### src/rtl/i2c_strap_pkg.sv
package i2c_strap_pkg;
  typedef enum logic [2:0] {
    ST_IDLE, ST_RX, ST_RX_ACK, ST_TX, ST_TX_ACK, ST_IGNORE
  } slv_state_t;
  localparam logic [3:0] DEV_TYPE = 4'b1010;
endpackage

### src/rtl/i2c_line_sync.sv
module i2c_line_sync #(
  parameter int STAGES = 2
) (
  input  logic clk,
  input  logic rst,
  input  logic line_in,
  output logic line_s,
  output logic rise,
  output logic fall
);
  logic [STAGES-1:0] chain;
  logic              prev;

  always_ff @(posedge clk) begin
    if (rst) begin
      chain <= '1;
      prev  <= 1'b1;
    end else begin
      chain <= {chain[STAGES-2:0], line_in};
      prev  <= chain[STAGES-1];
    end
  end

  assign line_s = chain[STAGES-1];
  assign rise   = chain[STAGES-1] & ~prev;
  assign fall   = ~chain[STAGES-1] & prev;
endmodule

### src/rtl/i2c_reg_array.sv
module i2c_reg_array #(
  parameter int DEPTH = 8,
  parameter int WIDTH = 8,
  localparam int AW = (DEPTH > 1) ? $clog2(DEPTH) : 1
) (
  input  logic             clk,
  input  logic             we,
  input  logic [AW-1:0]    waddr,
  input  logic [WIDTH-1:0] wdata,
  input  logic [AW-1:0]    raddr,
  output logic [WIDTH-1:0] rdata
);
  logic [WIDTH-1:0] mem [DEPTH];

  always_ff @(posedge clk) begin
    if (we) mem[waddr] <= wdata;
    rdata <= mem[raddr];
  end
endmodule

### src/rtl/i2c_strap_slave.sv
module i2c_strap_slave
  import i2c_strap_pkg::*;
#(
  parameter int REG_COUNT   = 8,
  parameter int SYNC_STAGES = 2
) (
  input  logic       clk,
  input  logic       rst,
  input  logic       scl_in,
  input  logic       sda_in,
  input  logic [2:0] strap_addr,
  output logic       sda_oe
);
  localparam int PTR_W = (REG_COUNT > 1) ? $clog2(REG_COUNT) : 1;

  logic scl_s, scl_rise, scl_fall;
  logic sda_s, sda_rise, sda_fall;

  i2c_line_sync #(.STAGES(SYNC_STAGES)) u_scl (
    .clk(clk), .rst(rst), .line_in(scl_in),
    .line_s(scl_s), .rise(scl_rise), .fall(scl_fall));

  i2c_line_sync #(.STAGES(SYNC_STAGES)) u_sda (
    .clk(clk), .rst(rst), .line_in(sda_in),
    .line_s(sda_s), .rise(sda_rise), .fall(sda_fall));

  logic start_det, stop_det;
  assign start_det = scl_s & sda_fall;
  assign stop_det  = scl_s & sda_rise;

  slv_state_t       state;
  logic [3:0]       bit_cnt;
  logic [7:0]       rx_sh, tx_sh;
  logic             is_addr, rd_mode, ptr_set, mst_ack;
  logic [PTR_W-1:0] ptr;
  logic [7:0]       rd_data;
  logic             wr_en, addr_match, byte_done;

  function automatic logic [PTR_W-1:0] step(input logic [PTR_W-1:0] p);
    if (p == PTR_W'(REG_COUNT - 1)) return '0;
    return p + 1'b1;
  endfunction

  assign addr_match = (rx_sh[7:1] == {DEV_TYPE, strap_addr});
  assign byte_done  = scl_fall && (bit_cnt == 4'd8);
  assign wr_en      = (state == ST_RX) && !start_det && !stop_det &&
                      byte_done && !is_addr && ptr_set;

  i2c_reg_array #(.DEPTH(REG_COUNT), .WIDTH(8)) u_regs (
    .clk(clk), .we(wr_en), .waddr(ptr), .wdata(rx_sh),
    .raddr(ptr), .rdata(rd_data));

  always_ff @(posedge clk) begin
    if (rst) begin
      state   <= ST_IDLE;
      sda_oe  <= 1'b0;
      bit_cnt <= '0;
      rx_sh   <= '0;
      tx_sh   <= '0;
      is_addr <= 1'b0;
      rd_mode <= 1'b0;
      ptr_set <= 1'b0;
      mst_ack <= 1'b0;
      ptr     <= '0;
    end else if (start_det) begin
      state   <= ST_RX;
      bit_cnt <= '0;
      is_addr <= 1'b1;
      ptr_set <= 1'b0;
      sda_oe  <= 1'b0;
    end else if (stop_det) begin
      state   <= ST_IDLE;
      bit_cnt <= '0;
      sda_oe  <= 1'b0;
    end else begin
      case (state)
        ST_RX: begin
          if (scl_rise) begin
            rx_sh   <= {rx_sh[6:0], sda_s};
            bit_cnt <= bit_cnt + 4'd1;
          end else if (byte_done) begin
            bit_cnt <= '0;
            if (is_addr) begin
              if (addr_match) begin
                rd_mode <= rx_sh[0];
                sda_oe  <= 1'b1;
                state   <= ST_RX_ACK;
              end else begin
                state <= ST_IGNORE;
              end
            end else begin
              sda_oe <= 1'b1;
              state  <= ST_RX_ACK;
              if (!ptr_set) begin
                ptr     <= PTR_W'(32'(rx_sh) % REG_COUNT);
                ptr_set <= 1'b1;
              end else begin
                ptr <= step(ptr);
              end
            end
          end
        end
        ST_RX_ACK: begin
          if (scl_fall) begin
            is_addr <= 1'b0;
            bit_cnt <= '0;
            if (rd_mode) begin
              tx_sh  <= rd_data;
              sda_oe <= ~rd_data[7];
              ptr    <= step(ptr);
              state  <= ST_TX;
            end else begin
              sda_oe <= 1'b0;
              state  <= ST_RX;
            end
          end
        end
        ST_TX: begin
          if (scl_fall) begin
            if (bit_cnt == 4'd7) begin
              sda_oe <= 1'b0;
              state  <= ST_TX_ACK;
            end else begin
              tx_sh   <= {tx_sh[6:0], 1'b0};
              sda_oe  <= ~tx_sh[6];
              bit_cnt <= bit_cnt + 4'd1;
            end
          end
        end
        ST_TX_ACK: begin
          if (scl_rise) begin
            mst_ack <= ~sda_s;
          end else if (scl_fall) begin
            bit_cnt <= '0;
            if (mst_ack) begin
              tx_sh  <= rd_data;
              sda_oe <= ~rd_data[7];
              ptr    <= step(ptr);
              state  <= ST_TX;
            end else begin
              state <= ST_IGNORE;
            end
          end
        end
        default: ;
      endcase
    end
  end

  // idle means released
  assert_idle_released_R1: assert property (@(posedge clk) disable iff (rst)
    (state == ST_IDLE) |-> !sda_oe);
  // a stop always frees the line
  assert_stop_release_R2: assert property (@(posedge clk) disable iff (rst)
    stop_det |=> !sda_oe);
  // a non-addressed port stays off the bus
  assert_ignore_quiet_R4: assert property (@(posedge clk) disable iff (rst)
    (state == ST_IGNORE) |-> !sda_oe);
  // a not-acknowledge from the controller ends driving
  assert_nack_release_R8: assert property (@(posedge clk) disable iff (rst)
    (state == ST_TX_ACK && scl_fall && !mst_ack && !start_det && !stop_det) |=> !sda_oe);
  // the pull-down engages only with SCL low
  assert_pull_scl_low_R9: assert property (@(posedge clk) disable iff (rst)
    $rose(sda_oe) |-> !scl_s);
  // a start rearms address reception from bit zero
  assert_start_rearm_R10: assert property (@(posedge clk) disable iff (rst)
    start_det |=> (state == ST_RX && bit_cnt == 4'd0 && is_addr));
endmodule

### config.mk
export PLATFORM = sky130hd
export DESIGN_NAME = i2c_strap_slave
export DESIGN_NICKNAME = d
export VERILOG_FILES = /design/src/rtl/i2c_strap_pkg.sv /design/src/rtl/i2c_line_sync.sv /design/src/rtl/i2c_reg_array.sv /design/src/rtl/i2c_strap_slave.sv
export SDC_FILE = /design/constraint.sdc
export NUM_CORES = 1
export LEC_CHECK = 0
export ABC_AREA = 1
export BUFFER_PORTS_ARGS = -buffer_cell sky130_fd_sc_hd__buf_4
export CAP_MARGIN = 0
export CORE_MARGIN = 8
export CORE_UTILIZATION = 56
export CTS_CLUSTER_DIAMETER = 50
export DETAILED_ROUTE_END_ITERATION = 8
export PLACE_DENSITY = 0.81
export SKIP_LAST_GASP = 1
export SLEW_MARGIN = 20
export SYNTH_ARGS = -nofsm -noshare
export SYNTH_HDL_FRONTEND = slang
export SYNTH_SLANG_ARGS = --single-unit
export TNS_END_PERCENT = 30
### constraint.sdc
create_clock -name clk -period 4.8 [get_ports clk]
set_input_delay 1.2 -clock clk [delete_from_list [all_inputs] [get_ports clk]]
set_output_delay 1.2 -clock clk [all_outputs]
set_load 0.03 [all_outputs]
==> Yosys cells after proc, flatten, opt, wreduce, memory -nomap -nowiden <==
Memories as Yosys holds them, arrays and structs flattened. A register that Yosys moved wholly into a read port is not among the register bits.
Index checks and enable logic that the tools add are counted.
{ "classes": {"bitwise_logic": 16, "n_addsub": 2, "reduce_logical": 28, "n_eq_ne": 29, "muxes": 83} }
{ "ops": {"columns": ["operator", "n"], "rows": [
  ["3-bit two-way mux", 23],
  ["7-bit two-way mux", 7],
  ["1-bit two-way mux", 41],
  ["4-bit inequality test, second input constant", 7],
  ["4-bit two-way mux", 6],
  ["2-bit inequality test, second input constant", 12],
  ["7-bit one-hot mux with 3 select lines", 1],
  ["4-bit one-hot mux with 4 select lines", 1],
  ["8-bit AND reduction", 2],
  ["3-bit one-hot mux with 4 select lines", 1],
  ["11-bit AND reduction", 1],
  ["1-bit inverter", 10],
  ["10-bit AND reduction", 1],
  ["5-bit AND reduction", 2],
  ["3-bit one-hot mux with 3 select lines", 1],
  ["9-bit AND reduction", 1],
  ["4-bit AND reduction", 2],
  ["7-bit == test", 1],
  ["7-bit AND reduction", 1],
  ["1-bit bitwise AND", 6],
  ["3-bit by 2-bit == test with 1-bit output, second input constant", 2],
  ["3-bit == test, second input constant", 2],
  ["1-bit logical AND", 6],
  ["3-bit inequality test, second input constant", 2],
  ["15 further kinds", 19]
]} }
{ "totals": {"ramBits": 64, "reg_bits": 36, "output_inout_bits": 1, "input_bits": 7, "memories": 1, "elab_cells": 174} }
{ "mem_list": {"columns": ["memory", "depth", "width", "rd", "rd_ports_with_merged_regs", "write_ports", "line", "source"], "rows": [
  ["u_regs.mem", 8, 8, 1, 1, 1, "i2c_reg_array.sv:13", "logic [WIDTH-1:0] mem [DEPTH];"]
]} }

==> Logic depth before layout (Yosys ltp) <==
Gate-level depths: netlist of the first run.
{ "depth": {"ltp_word": 16, "ltp_mapped": 11, "mapped_depth_nobuf": 11} }

==> Hierarchy <==
A second synthesis of the first run with hierarchy kept.
{ "hier_totals": {"cells_unflattened": 636, "area_unflattened_um2": 5111.2} }
{ "by_module_without_submodules": {"columns": ["mod", "cells_each", "area_each_um2", "n_inst"], "rows": [
  ["i2c_reg_array", 303, 3050.4, 1],
  ["i2c_strap_slave", 307, 1865.5, 1],
  ["i2c_line_sync", 13, 97.6, 2]
]} }

==> Least setup slack after synthesis of the first run <==
OpenSTA, ideal clock, no wires.
{ "synth_path": {"path_kind": "input-to-reg", "from": "input port strap_addr[0]", "to": "register state[0]", "slack_ns": 2.841, "arrival_time_ns": 1.847, "setup_time_ns": 0.111, "stages": 11, "required_time_ns": 4.689, "path_cell_list": "inv_1 nand2_1 nand2_1 nor2_1 nand2_1 nand3_1 nand2_1 nand2_1 nand2_1 nor2_1 nor2_1"} }
{ "synth_via": {"elab_chain_len": 8} }
{ "synth_rtl": {"columns": ["item", "line", "source"], "rows": [
  ["start: declaration", "i2c_strap_slave.sv:11", "input logic [2:0] strap_addr,"],
  ["7-bit == test", "i2c_strap_slave.sv:44", "assign addr_match = (rx_sh[7:1] == {DEV_TYPE, strap_addr});"],
  ["3-bit two-way mux", "i2c_strap_slave.sv:84", "if (addr_match) begin"],
  ["3-bit two-way mux", "i2c_strap_slave.sv:83", "if (is_addr) begin"],
  ["3-bit two-way mux", "i2c_strap_slave.sv:81", "end else if (byte_done) begin"],
  ["3-bit two-way mux", "i2c_strap_slave.sv:78", "if (scl_rise) begin"],
  ["3-bit one-hot mux with 4 select lines", "i2c_strap_slave.sv:76", "case (state)"],
  ["1-bit two-way mux", "i2c_strap_slave.sv:71", "end else if (stop_det) begin"],
  ["1-bit two-way mux", "i2c_strap_slave.sv:65", "end else if (start_det) begin"],
  ["end signal: assignment", "i2c_strap_slave.sv:66", "state <= ST_RX;"],
  ["end signal: assignment", "i2c_strap_slave.sv:72", "state <= ST_IDLE;"],
  ["end signal: assignment", "i2c_strap_slave.sv:87", "state <= ST_RX_ACK;"],
  ["end: declaration", "i2c_strap_slave.sv:31", "slv_state_t state;"]
]} }
No other way between the ends. The select of a mux whose other input is x is not followed.
A chain may end at the register's enable or synchronous reset.

==> Worst setup path after layout of the first run <==
{ "layout_path": {"from": "register bit_cnt[1]", "to": "memory u_regs.mem[0][3] (enable)"} }
{ "layout_via": {"elab_chain_len": 7} }
{ "layout_rtl": {"columns": ["item", "line", "source"], "rows": [
  ["start: declaration", "i2c_strap_slave.sv:32", "logic [3:0] bit_cnt;"],
  ["start signal: assignment", "i2c_strap_slave.sv:80", "bit_cnt <= bit_cnt + 4'd1;"],
  ["start signal: assignment", "i2c_strap_slave.sv:126", "bit_cnt <= bit_cnt + 4'd1;"],
  ["4-bit == test", "i2c_strap_slave.sv:45", "assign byte_done = scl_fall && (bit_cnt == 4'd8);"],
  ["1-bit logical AND", "i2c_strap_slave.sv:45", null],
  ["1-bit logical AND", "i2c_strap_slave.sv:46", "assign wr_en = (state == ST_RX) && !start_det && !stop_det &&"],
  ["1-bit logical AND (2 in series)", "i2c_strap_slave.sv:47", "byte_done && !is_addr && ptr_set;"],
  ["1-bit two-way mux", "i2c_reg_array.sv:16", "if (we) mem[waddr] <= wdata;"],
  ["1-bit two-way mux (not written as such)", "i2c_reg_array.sv:16", null],
  ["end: declaration", "i2c_reg_array.sv:13", null]
]} }
No other way between the ends.

==> summary.txt, run 1 <==
Critical path
  • Worst Path Arrival: 2.36 ns
  • Data required, critical path: 4.79 ns
  • WS Path Type: flip-flop to flip-flop
  • Crit start category: flip-flop
  • CP Max Fanout: 8
  • Critical Path End Type: flip-flop

Synthesis
  • Net Count, Synth: 469
  • Register area share after synthesis: 62.03%
  • Seq cells post-synth: 108
  • Synth warnings: 0
  • Count of cell types in the netlist: 33
  • Mapped Avg Cell Area: 9.865 sq um
  • Synth Instances: 458
  • Post-Syn Area: 4518 sq um

CTS
  • Clock sink count: 108
  • CTS hold repair buffers: 0
  • Root Driver: clkbuf_8
  • Num CTS Buffers: 9
  • H-tree Lvls: 3
  • Post-cts sizing count: 0
  • Clock Latency Late Sink: 0.36 ns
  • CTS tree: yes
  • Clock Path Buffers: 2
  • Setup Buffers After CTS: 0
  • CTS clock-pin slew for the worst setup and hold paths: 0.11 ns

Floorplanning
  • Num ports: 8
  • DIE HEIGHT: 105.8 microns
  • Die ar.: 11200 sq um
  • Starting Density: 58.17%
  • Core Area: 7767 sq um
  • Cell Rows: 32
  • Die width: 105.8 microns

STA
  • Total negative slack: 0 ns
  • # setup viols final: 0
  • Slew Limit Fails: 0
  • Slew HR: 51.90%
  • Clock Skew: 0.01158 ns
  • Fmax: 422.2 MHz
  • RSZ-0062 raised after global routing: no
  • Final WS setup: 2.431 ns
  • Min Tclk post-route: 2.369 ns
  • Fin. Hold Viols: 0
  • Hold slack: 0.4218 ns
  • Worst-Margin Slew: 0.7188 ns
  • Final worst path period share: 49.35%

Power
  • Internal: 1.387 mW
  • Pwr Density: 423.8 nW/um^2
  • VDD IR max: 226.4 uV
  • Clk pwr share: 25.2%
  • Leakage power: 2.029 nW
  • Power consumption: 2.058 mW
  • Switching pwr: 0.6710 mW
  • Gate power share: 22.2%
  • Sw Share: 32.61%
  • Flop pwr share: 52.6%

GRT
  • Initial antenna violation count: 0
  • Vias in the first global route: 3109
  • Largest net degree at the start of global routing: 23
  • Met3 Use GR: 2.801%
  • Top Usage Layer GRT: met2
  • Total gr overflow: 0
  • Met2 Use GR: 27.52%
  • Tot GR Track Use: 16.88%
  • Met1 GRT Util: 21.57%
  • First-pass GRT wire length: 15.07 mm

Layout
  • Layout cells sized above 1: 12.16%
  • Fin util: 62.52%
  • Commonest non-fill, non-tap cell in the layout: nand2_1
  • Final nets: 483
  • Layout area overhead: 7.477%
  • Commonest non-fill, non-tap cells in the layout: 97 x nand2_1, 64 x edfxtp_1, 58 x nor2_1, 52 x inv_1, 44 x dfxtp_1
  • Layout Cells excl Fill: 579
  • Post-route cell area: 4856 sq um
  • ANT cells: 0

Place
  • Placed cell areas: 4674 sq um
  • GPL Wtd Cong: 0.9846
  • Detail Placement HPWL: 6.492 mm
  • PortBufs: 7
  • Worst slack, placed: 2.283 ns
  • Placed Cells: 563

Run
  • Max-cap violations: 0

Routing
  • DRC violation count after routing: 0
  • Final wirelength: 9.097 mm
  • Vias/cell: 5.428
  • DR vias: 3143
  • DR pass1 iterations: 5
  • DRT antenna net count: 0
  • DR iter-0 viols: 243
  • Routed len/inst: 15.71 microns

Run status
  • Status: finished, final reports clean

Hold path
  • Worst min-delay path class: flip-flop to flip-flop
[critical path: stages (launching register included)]
cell      delay, ns
dfxtp_1        0.34
inv_1          0.07
ha_1           0.18
nand3_1        0.14
inv_1          0.12
nand3_1        0.09
nand3b_1       0.38
nor2_1         0.66
[path summary, 6_finish.rpt]
path / startpoint / endpoint / slack, ns / cells past startpoint
max: bit_cnt[1] / u_regs.mem[0][3] / 2.43 / 7
min: u_sda.chain[0] / u_sda.chain[1] / 0.42 / 1
max reg2reg: bit_cnt[1] / u_regs.mem[0][3] / 2.43 / 7
min reg2reg: u_sda.chain[0] / u_sda.chain[1] / 0.42 / 1
[layout make-up]
| type | count | area, sq um |
|---|---|---|
| flip-flops and latches | 108 | 2803 |
| fillers | 640 | 2912 |
| clock inverters | 6 | 53.80 |
| repair buffers | 7 | 52.55 |
| inverters | 62 | 234.0 |
| clock buffers | 10 | 127.6 |
| well taps | 102 | 127.6 |
| multi-input cells | 284 | 1458 |
[power groups by stage]
| stage | sequential (mW) | combinational (mW) | clock [mW] |
|---|---|---|---|
| final | 1.08 | 0.457 | 0.519 |
| after global routing | 1.09 | 0.522 | 0.559 |
| after CTS | 1.08 | 0.456 | 0.525 |
| after detailed placement | 1.10 | 0.452 | 0 |
| after global placement | 1.10 | 0.443 | 0 |
| after floorplan | 1.10 | 0.348 | 0 |
[sequential cells by signal, indices dropped and copies added (netlist names)]
signal / flops
u_regs.mem: 64
rx_sh: 8
u_regs.rdata: 8
tx_sh: 7
bit_cnt: 4
ptr: 3
state: 3
u_scl.chain: 2
u_sda.chain: 2
is_addr: 1
mst_ack: 1
ptr_set: 1
rd_mode: 1
sda_oe: 1
u_scl.prev: 1
u_sda.prev: 1
[metal layers]
layer / routed length [microns] / up-vias
met1: 3906 / 1453
li1: - / 1571
met2: 4406 / 106
met5: 0 / -
met3: 615 / 13
met4: 168 / 0
[cells in the mapped netlist]
library cell | number | area [sq um]
o21ai_1 | 12 | 60.06
o21ai_2 | 1 | 8.760
nand3_2 | 3 | 30.03
a311oi_1 | 1 | 8.760
nor3_1 | 2 | 10.01
nor3_4 | 1 | 16.27
nand3_1 | 23 | 115.1
inv_2 | 9 | 33.78
nand2_2 | 6 | 37.54
nor3_2 | 1 | 10.01
clkinv_2 | 1 | 5.000
buf_6 | 1 | 11.26
a221oi_1 | 14 | 122.6
nand2_4 | 2 | 22.52
o2bb2ai_1 | 6 | 52.55
nand2_1 | 97 | 364.1
edfxtp_1 | 64 | 1922
nor2_4 | 3 | 33.78
nand3b_1 | 1 | 7.510
a22oi_1 | 1 | 7.510
buf_2 | 1 | 5.000
or2_2 | 5 | 31.28
nand4_1 | 7 | 43.79
o21ai_0 | 15 | 75.07
nor2_1 | 58 | 217.7
dfxtp_1 | 44 | 880.8
nand3_4 | 1 | 17.52
ha_1 | 4 | 50.05
a21oi_1 | 14 | 70.07
xor2_1 | 3 | 26.28
nor2_2 | 3 | 18.77
inv_1 | 52 | 195.2
clkbuf_1 | 2 | 7.510
[cells by family (layout without fill, tap and decap cells)]
group | Yosys count | in the layout | synth area share, %
AND/OR/NAND/NOR | 213 | 213 | 21.60
flip-flops | 108 | 108 | 62.03
buffers and inverters | 66 | 85 | 5.705
AO/OA/AOI/OAI | 64 | 64 | 8.973
adder cells (fa/ha/maj) | 4 | 4 | 1.108
XOR/XNOR | 3 | 3 | 0.5817
Note: power is estimated with default switching activity, not from simulation.
==> run 2: changes to the inputs <==
Settings changed: ABC_AREA 1 to 0.
Clock period 4.8 ns to 2.3 ns, I/O delays scaled along.
==> summary.txt, run 2 <==
Routing
  • Routed len/inst: 18.70 microns
  • DRT antenna net count: 0
  • DR iter-0 viols: 180
  • Vias/cell: 5.984
  • Final wirelength: 9.555 mm
  • DRC violation count after routing: 0
  • DR pass1 iterations: 5
  • DR vias: 3058

Synthesis
  • Count of cell types in the netlist: 67
  • Synth warnings: 0
  • Synth Instances: 380
  • Top post-synthesis cells by area: edfxtp_1 41%, dfxtp_1 19%, mux2i_1 7.0%
  • Register area share after synthesis: 59.12%
  • Top cell type's share of synthesized area: 40.54%
  • Mapped Avg Cell Area: 12.48 sq um
  • Post-synth EDFFs: 64
  • Most common cell in the synthesized netlist: edfxtp_1
  • Main synth FF type: edfxtp_1
  • Seq cells post-synth: 108
  • Post-Syn Area: 4741 sq um
  • FFs w/ async S/R, synth: 0%
  • Net Count, Synth: 391
  • Post-synth top cells: 64 x edfxtp_1, 44 x dfxtp_1, 43 x nor2_1, 33 x mux2i_1, 15 x a21oi_1
  • Post-synth top area cell: edfxtp_1

GRT
  • Total gr overflow: 0
  • Largest net degree at the start of global routing: 35
  • Vias in the first global route: 3053
  • Initial antenna violation count: 0
  • Tot GR Track Use: 16.78%
  • First-pass GRT wire length: 15.08 mm

Floorplanning
  • Cell Rows: 33
  • Die ar.: 11670 sq um
  • Starting Density: 57.70%
  • DIE HEIGHT: 108.0 microns
  • Die width: 108.0 microns
  • Core Area: 8217 sq um
  • Num ports: 8

STA
  • Slew HR: 48.81%
  • Slew Limit Fails: 0
  • Total negative slack: 0 ns
  • Fmax: 457.3 MHz
  • # setup viols final: 0
  • Min Tclk post-route: 2.187 ns
  • Fin. Hold Viols: 0
  • Clock Skew: 0.01552 ns
  • Worst-Margin Slew: 0.7668 ns
  • Final worst path period share: 95.07%

Critical path
  • CP max-delay cell: dfxtp_1
  • Reg2Reg Depth: 5
  • Data required, critical path: 2.56 ns
  • Worst setup startpoint: rx_sh[7]
  • R2R Setup Slk: 0.11 ns
  • Critical Path End Type: flip-flop
  • Crit start category: flip-flop
  • Reg2reg end: sda_oe
  • WS Path Type: flip-flop to flip-flop
  • Crit-path cells: nor4bb_2 > a41oi_1 > a211oi_1 > mux2i_1 > nor2_1
  • Worst Path Arrival: 2.45 ns
  • Slowest cell delay on critical path: 0.52 ns
  • Crit path capture: sda_oe
  • CP Max Fanout: 10
  • Worst reg2reg startpoint: rx_sh[7]

Layout
  • Top Registers: u_regs.mem (64), rx_sh (8), u_regs.rdata (8)
  • Commonest non-fill, non-tap cells in the layout: 64 x edfxtp_1, 43 x nor2_1, 42 x dfxtp_1, 33 x mux2i_1, 30 x buf_4
  • ANT cells: 0
  • Number of flip-flops in the largest register: 64
  • Largest Register: u_regs.mem
  • Commonest non-fill, non-tap cell in the layout: edfxtp_1
  • Layout Cells excl Fill: 511
  • Layout area overhead: 9.290%
  • Layout cells sized above 1: 20.44%
  • Final nets: 412
  • Fin util: 63.06%

Place
  • PortBufs: 7
  • Placed Cells: 495
  • Detail Placement HPWL: 6.509 mm
  • GPL Wtd Cong: 0.9197

CTS
  • Clock Path Buffers: 2
  • Num CTS Buffers: 9
  • H-tree Lvls: 3
  • Clock sink count: 108
  • Clock Latency Late Sink: 0.38 ns
  • CTS clock-pin slew for the worst setup and hold paths: 0.11 ns
  • CTS hold repair buffers: 0
  • CTS tree: yes
  • Root Driver: clkbuf_8

Power
  • VDD IR max: 490.2 uV
  • Clk pwr share: 35.2%
  • Leakage power: 1.868 nW
  • Sw Share: 23.25%
  • Internal: 2.484 mW
  • Gate power share: 1.9%
  • Flop pwr share: 62.9%
  • Pwr Density: 624.5 nW/um^2
  • Switching pwr: 0.7522 mW

Hold path
  • Hold path depth: 2
  • Worst min-delay path class: primary input to flip-flop

Run status
  • Status: finished, final reports clean

Run
  • Max-cap violations: 0
[run 2: logic make-up after synthesis]
family	share of synthesized area (%)
AND/OR/NAND/NOR	14.86
XOR/XNOR	0.9237
adder cells (fa/ha/maj)	1.056
multiplexers	10.06
AO/OA/AOI/OAI	10.74
buffers and inverters	3.246
flip-flops	59.12
[run 2: per-stage QoR]
stage | setup WS (ns) | area, sq um | hold WS (ns) | total power [mW]
CTS | 0.07691 | 5172 | 0.3623 | 3.257
floorplan | 0.1100 | 4741 | 0.3895 | 2.118
global placement | 0.03793 | 4974 | 0.3915 | 2.138
finish | 0.1133 | 5181 | 0.3711 | 3.236
detailed placement | 0.1021 | 4974 | 0.3940 | 2.141
global route | -0.002403 | 5181 | 0.3625 | 3.327
[run 2: how the worst min path moves through the flow]
stage                         from              to
floorplan           u_scl.chain[0]  u_scl.chain[1]
global placement    u_scl.chain[0]  u_scl.chain[1]
detailed placement  u_scl.chain[0]  u_scl.chain[1]
CTS                         scl_in  u_scl.chain[0]
global route                scl_in  u_scl.chain[0]
finish                      scl_in  u_scl.chain[0]
[run 2: power groups by stage]
stage	clock network, mW	logic [mW]	registers, mW
3_3_place_gp	0	0.0605	2.08
3_5_place_dp	0	0.0628	2.08
5_1_grt	1.22	0.0687	2.03
4_1_cts	1.16	0.0630	2.03
2_1_floorplan	0	0.0423	2.08
6_report	1.14	0.0631	2.03
[run 2: per-layer routing]
metal,vias up,GRT usage [%],part of all wire (%)
li1,1463,-,-
met1,1497,20.01,43
met2,78,28.95,51
met3,20,2.915,4.4
met4,0,7.631,1.9
met5,-,0,0
[run 2: worst max-delay path: cells and delay by family, from the launching register on]
kind / cells / cell delay (ns)
compound gates: 2 / 0.80
flops: 1 / 0.52
mux: 1 / 0.23
simple gates: 2 / 0.53
[run 2: repair_timing]
action,CTS,global route
endpoints found under the setup margin,0,51
gates resized for setup,0,3
buffers inserted,0,0
[run 2: layout make-up]
type	count	area, sq um
clock buffer	9	123.9
clock inverter	7	75.07
fill	604	3035
inverter	8	30.03
multi-input combinational	244	1790
sequential	108	2805
tap	105	131.4
timing repair buffer	30	225.2
